**src/rtl/zsup_pkg.sv**
```systemverilog
`timescale 1ns/1ps
package zsup_pkg;
  localparam int SEG_W   = 7;
  localparam int DIGIT_W = 4;

  // Lit segments (active high), bit 0 = a .. bit 6 = g.
  function automatic logic [SEG_W-1:0] seg_lit(input logic [DIGIT_W-1:0] code);
    logic [SEG_W-1:0] s;
    case (code)
      4'd0:    s = 7'h3F;
      4'd1:    s = 7'h06;
      4'd2:    s = 7'h5B;
      4'd3:    s = 7'h4F;
      4'd4:    s = 7'h66;
      4'd5:    s = 7'h6D;
      4'd6:    s = 7'h7D;
      4'd7:    s = 7'h07;
      4'd8:    s = 7'h7F;
      4'd9:    s = 7'h6F;
      4'd10:   s = 7'h40;
      4'd11:   s = 7'h79;
      4'd12:   s = 7'h76;
      4'd13:   s = 7'h38;
      4'd14:   s = 7'h73;
      default: s = 7'h00;
    endcase
    return s;
  endfunction
endpackage

```
**src/rtl/zsup_chain.sv**
```systemverilog
`timescale 1ns/1ps
// Ripple-blank chain. Chain position LEN-1 is the start (blank input
// forced active); position 0 is the end (blank input forced inactive).
module zsup_chain #(
  parameter int LEN = 4
) (
  input  logic [LEN*zsup_pkg::DIGIT_W-1:0] digits_i,
  output logic [LEN-1:0]                   blank_o
);
  import zsup_pkg::*;

  for (genvar k = 0; k < LEN; k++) begin : g_link
    logic rb_in;
    logic is_zero;
    assign is_zero = (digits_i[k*DIGIT_W +: DIGIT_W] == '0);
    if (k == 0) begin : g_end
      assign rb_in = 1'b0;
    end else if (k == LEN-1) begin : g_start
      assign rb_in = 1'b1;
    end else begin : g_mid
      assign rb_in = blank_o[k+1];
    end
    assign blank_o[k] = rb_in & is_zero;
  end
endmodule

```
**src/rtl/zsup_seg_dec.sv**
```systemverilog
`timescale 1ns/1ps
module zsup_seg_dec (
  input  logic [zsup_pkg::DIGIT_W-1:0] code_i,
  input  logic                         blank_i,
  output logic [zsup_pkg::SEG_W-1:0]   seg_n_o
);
  import zsup_pkg::*;
  always_comb begin
    if (blank_i) seg_n_o = '1;
    else         seg_n_o = ~seg_lit(code_i);
  end
endmodule

```
**src/rtl/zsup_display.sv**
```systemverilog
`timescale 1ns/1ps
module zsup_display #(
  parameter int NUM_DIGITS = 8,
  parameter int INT_DIGITS = 4
) (
  input  logic                      clk,
  input  logic                      rst_n,
  input  logic                      in_valid,
  output logic                      in_ready,
  input  logic [4*NUM_DIGITS-1:0]   in_digits,
  output logic                      out_valid,
  input  logic                      out_ready,
  output logic [NUM_DIGITS-1:0]     out_blank,
  output logic [7*NUM_DIGITS-1:0]  out_seg_n
);
  import zsup_pkg::*;

  localparam int FRAC_DIGITS = NUM_DIGITS - INT_DIGITS;
  localparam int DW          = DIGIT_W;

  logic [NUM_DIGITS-1:0]       blank_c;
  logic [SEG_W*NUM_DIGITS-1:0] seg_c;
  logic [INT_DIGITS-1:0]       int_blank;
  logic [FRAC_DIGITS*DW-1:0]   frac_rev;
  logic [FRAC_DIGITS-1:0]      frac_blank;

  // Integer field: chain start is the most significant digit.
  zsup_chain #(.LEN(INT_DIGITS)) u_int_chain (
    .digits_i (in_digits[NUM_DIGITS*DW-1 : FRAC_DIGITS*DW]),
    .blank_o  (int_blank)
  );
  assign blank_c[NUM_DIGITS-1:FRAC_DIGITS] = int_blank;

  // Fraction field: chain start is digit 0, so reverse the order.
  for (genvar k = 0; k < FRAC_DIGITS; k++) begin : g_frac_map
    assign frac_rev[k*DW +: DW]       = in_digits[(FRAC_DIGITS-1-k)*DW +: DW];
    assign blank_c[FRAC_DIGITS-1-k]   = frac_blank[k];
  end

  zsup_chain #(.LEN(FRAC_DIGITS)) u_frac_chain (
    .digits_i (frac_rev),
    .blank_o  (frac_blank)
  );

  for (genvar i = 0; i < NUM_DIGITS; i++) begin : g_dec
    zsup_seg_dec u_dec (
      .code_i  (in_digits[i*DW +: DW]),
      .blank_i (blank_c[i]),
      .seg_n_o (seg_c[i*SEG_W +: SEG_W])
    );
  end

  // Single output stage with valid/ready.
  assign in_ready = !out_valid || out_ready;

  always_ff @(posedge clk) begin
    if (!rst_n) begin
      out_valid <= 1'b0;
      out_blank <= '1;
      out_seg_n <= '1;
    end else if (in_ready) begin
      out_valid <= in_valid;
      if (in_valid) begin
        out_blank <= blank_c;
        out_seg_n <= seg_c;
      end
    end
  end
endmodule

```
**config.mk**
```make
export PLATFORM = sky130hd
export DESIGN_NAME = zsup_display
export DESIGN_NICKNAME = d
export VERILOG_FILES = /design/src/rtl/zsup_pkg.sv /design/src/rtl/zsup_chain.sv /design/src/rtl/zsup_seg_dec.sv /design/src/rtl/zsup_display.sv
export SDC_FILE = /design/constraint.sdc
export NUM_CORES = 1
export LEC_CHECK = 0
export ABC_CLOCK_PERIOD_IN_PS = 3600
export BUFFER_PORTS_ARGS = -buffer_cell sky130_fd_sc_hd__buf_2
export CAP_MARGIN = 20
export CORE_MARGIN = 2
export CORE_UTILIZATION = 52
export CTS_CLUSTER_SIZE = 24
export DETAILED_ROUTE_END_ITERATION = 16
export GPL_TIMING_DRIVEN = 0
export HOLD_SLACK_MARGIN = 0.1
export PLACE_DENSITY_LB_ADDON = 0.05
export SYNTH_ARGS = -nofsm -noshare
export SYNTH_HDL_FRONTEND = slang
export SYNTH_SLANG_ARGS = --single-unit
export TNS_END_PERCENT = 30
```
**constraint.sdc**
```tcl
create_clock -name clk -period 3.6 [get_ports clk]
set_input_delay 0.9 -clock clk [delete_from_list [all_inputs] [get_ports clk]]
set_output_delay 0.9 -clock clk [all_outputs]
set_load 0.02 [all_outputs]
```
==> impl_metrics.ini <==
[global_route]
grt_util_all_layers_pct = 25.37
grt_first_pass_wirelength_um = 17860
antenna_found_initial = 0
vias_in_the_first_global_route = 3683
grt_max_degree = 12
globalRoute.totalOverflow = 0

[synth]
post_synth_most_frequent_cells = sky130_fd_sc_hd__nor2_1 (66), sky130_fd_sc_hd__dfxtp_1 (64), sky130_fd_sc_hd__ha_1 (56)
synth-warning-count = 0
synth_sequential_area_ratio_pct = 29.88
synthesis.area_per_instance_um2 = 8.199
synth_flop_cell = sky130_fd_sc_hd__dfxtp_1
netlist_area_um2 = 4288
number_of_flops_mapped_to_enable_cells_by_yosys = 0
instance_count_of_the_mapped_netlist = 523
ys_ff_latch = 64
synthesis.nets = 615
synth-async-reset-ratio_pct = 0
netlist.top_cell.by_area = sky130_fd_sc_hd__dfxtp_1
yosys.cell_count.top_type = sky130_fd_sc_hd__nor2_1
synth_top_cell_area_share_pct = 29.88
post_synth_main_area_contributors = sky130_fd_sc_hd__dfxtp_1 (30%), sky130_fd_sc_hd__ha_1 (16%), sky130_fd_sc_hd__nor2_1 (5.8%)
yosysUniqueCellTypes = 52

[hold_path]
timing.hold.worst_endpoint = out_blank[2]
hold_path.class = reg2reg
min_from = out_blank[2]
worst_hold_path.num_cells = 2

[cells_and_area]
seq_area_um2 = 1281
antenna_cells = 0
multi_input_comb_area_um2 = 2693
layoutNonFillerInstCount = 743
post_route_cells_drive_above_1_share_pct = 24.45
fin_nets = 725
flow.area_growth_from_synthesis_pct = 20.54
finalInstanceArea_um2 = 5169
final.fill_count = 789

[floorplanning]
core_um2 = 8093
chipHeight_um = 94.81
fp-row-count = 33
die_w_um = 94.81
die-area_um2 = 8988
ios = 102
initial_utilization_pct = 52.98

[timing]
number_of_failing_hold_endpoints_at_the_final_stage = 0
setup_repair_after_global_routing_missed_its_margin = no
finalMaxSlewViolations = 0
highest_clock_frequency_the_design_can_meet_mhz = 428.9
finalSetupViolations = 0
fin_tns_setup_ns = 0
fin_crit_sh_pct = 64.76
max_slew_margin_pct = 58.50
worst-slew-pin-transition_ns = 0.6224
period_needed_ns = 2.331
timing.hold.ws_ns = 0.4479
finalClockSkew_ns = 0.01220

[critical_path]
endpoint_kind_of_the_worst_setup_timing_path = primary output
worst_r2r_startpoint = out_valid
crit_top_cell = sky130_fd_sc_hd__buf_2
r2r_cells = 6
critPathKind = in2out
critPathArrivalTime_ns = 1.43
required_ns = 2.70
ff2ff_setup_slack_ns = 2.04
crit_start = out_ready
start_kind = input pin
rr_endpoint = out_seg_n[5]
path_cells = buf_2 -> nand2b_1 -> buf_6 -> buf_2
crit_path_max_fanout = 8
critPathSlowestCell = sky130_fd_sc_hd__buf_2
worst_path_largest_cell_delay_ns = 0.16

[power]
intPower_mw = 1.450
share_comb_of_total_power_pct = 23.8
power.switching_mw = 0.6289
power.share.sequential_pct = 38.3
clk_network_pwr_share_pct = 37.9
sw_frac_of_total_pct = 30.25
power_density_nw_per_um2 = 402.3
leakage_nw = 2.375
max-vdd-ir-drop_v = 0.0002229

[route]
avgViaCountPerCell = 5.419
post_drt_wl_per_cell_um = 14.82
detail_route.iter0.violations = 139
routed_wl_um = 11010
vias = 4026
drt.antenna.violating_nets = 0
drcViolationCount = 0
detail_route.first_pass.iterations = 5

[job]
maxCapViolCount = 0

[placed_design]
gp_routability_congestion = 0.9392
placement.cell_area_um2 = 4915
port_buffers = 99
place.detailed.hpwl_um = 8243
dp.cells = 727

[cts]
cts_h_tree_depth = 3
holdBufCountCts = 0
clock_tree_from_tritoncts = built
post-cts-setup-buffers = 0
cts_inserted_buffers = 9
clockBufferDepth = 2
post_cts_resize_count = 0
clock_sink_count = 64
clk-insertion-delay-late_ns = 0.35
clock_input_transition_at_the_sequential_cells_of_the_worst_setup_and_hold_paths_ns = 0.07
cts-root-buf = sky130_fd_sc_hd__clkbuf_8

[outcome]
run_status = complete, no violations
[power groups by stage]
stage                     logic [mW]  registers [mW]  clock network [mW]
after detailed placement       0.493           0.813                   0
final                          0.494           0.797               0.788
after global routing           0.549           0.804               0.821
after global placement         0.484           0.812                   0
after CTS                      0.495           0.798               0.791
after floorplan                0.254           0.881                   0
[metal layers]
metal | up-vias | global-route usage, % | wire, um
met1 | 1849 | 34.48 | 5147
li1 | 2038 | - | -
met2 | 124 | 41.49 | 5076
met4 | 0 | 7.850 | 156
met5 | - | 0 | 0
met3 | 15 | 3.831 | 628
[critical path: cells and delay by family]
kind	cells	cell delay (ns)
AND/OR/NAND/NOR	1	0.14
buffers and inverters	3	0.39
[cells in the final DEF, fill, tap and decap left out, types with 3 or more instances in the layout]
cell	count
sky130_fd_sc_hd__buf_4	5
sky130_fd_sc_hd__dfxtp_1	64
sky130_fd_sc_hd__a2111oi_0	4
sky130_fd_sc_hd__mux2i_1	8
sky130_fd_sc_hd__a311oi_1	5
sky130_fd_sc_hd__o311ai_0	3
sky130_fd_sc_hd__a31oi_1	3
sky130_fd_sc_hd__buf_2	116
sky130_fd_sc_hd__mux2_2	4
sky130_fd_sc_hd__nor2b_1	16
sky130_fd_sc_hd__o211ai_1	10
sky130_fd_sc_hd__a21oi_1	15
sky130_fd_sc_hd__inv_1	37
sky130_fd_sc_hd__nand3_1	11
sky130_fd_sc_hd__nand2b_1	9
sky130_fd_sc_hd__o21ai_0	46
sky130_fd_sc_hd__nor2_1	66
sky130_fd_sc_hd__nand2_1	49
sky130_fd_sc_hd__nor3_1	11
sky130_fd_sc_hd__o22ai_1	7
sky130_fd_sc_hd__clkbuf_8	11
sky130_fd_sc_hd__a211oi_1	17
sky130_fd_sc_hd__clkbuf_1	7
sky130_fd_sc_hd__bufinv_16	3
sky130_fd_sc_hd__ha_1	56
sky130_fd_sc_hd__nand4_1	5
sky130_fd_sc_hd__mux4_2	7
sky130_fd_sc_hd__nor3b_1	6
[cells by family (layout without fill, tap and decap cells)]
logic type / count (synthesis) / count (layout) / synth area share, %
flip-flops: 64 / 64 / 29.88
multiplexers: 19 / 19 / 6.595
adder cells (fa/ha/maj): 56 / 56 / 16.34
buffers and inverters: 69 / 184 / 7.324
AND/OR/NAND/NOR: 188 / 188 / 20.66
AO/OA/AOI/OAI: 127 / 127 / 19.20
[stage by stage]
stage	utilization (%)	power [mW]	setup WS [ns]
after floorplan	-	1.136	1.487
after global placement	60.73	1.297	1.062
after detailed placement	60.73	1.306	1.029
after CTS	63.87	2.084	1.267
after global routing	63.87	2.173	1.224
final	63.87	2.079	1.269
[how the worst max path moves through the flow]
stage | cells past startpoint | end
2_1_floorplan | 6 | out_seg_n[40]
3_3_place_gp | 7 | out_seg_n[36]
3_5_place_dp | 7 | out_seg_n[40]
4_1_cts | 4 | in_ready
5_1_grt | 7 | out_seg_n[40]
6_report | 4 | in_ready
[flip-flops by register name, indices dropped and copies added (netlist names)]
signal,count
out_blank,7
out_seg_n,56
out_valid,1
[final cells by class]
cell class / instances / area share [%]
repair buffers: 99 / 9.586
multi-input cells: 390 / 52.09
inverters: 38 / 2.760
well taps: 105 / 2.542
plain buffers: 31 / 3.316
clock buffers: 11 / 2.929
flip-flops and latches: 64 / 24.79
clock inverters: 5 / 1.985
(Power assumes the default switching activity.)
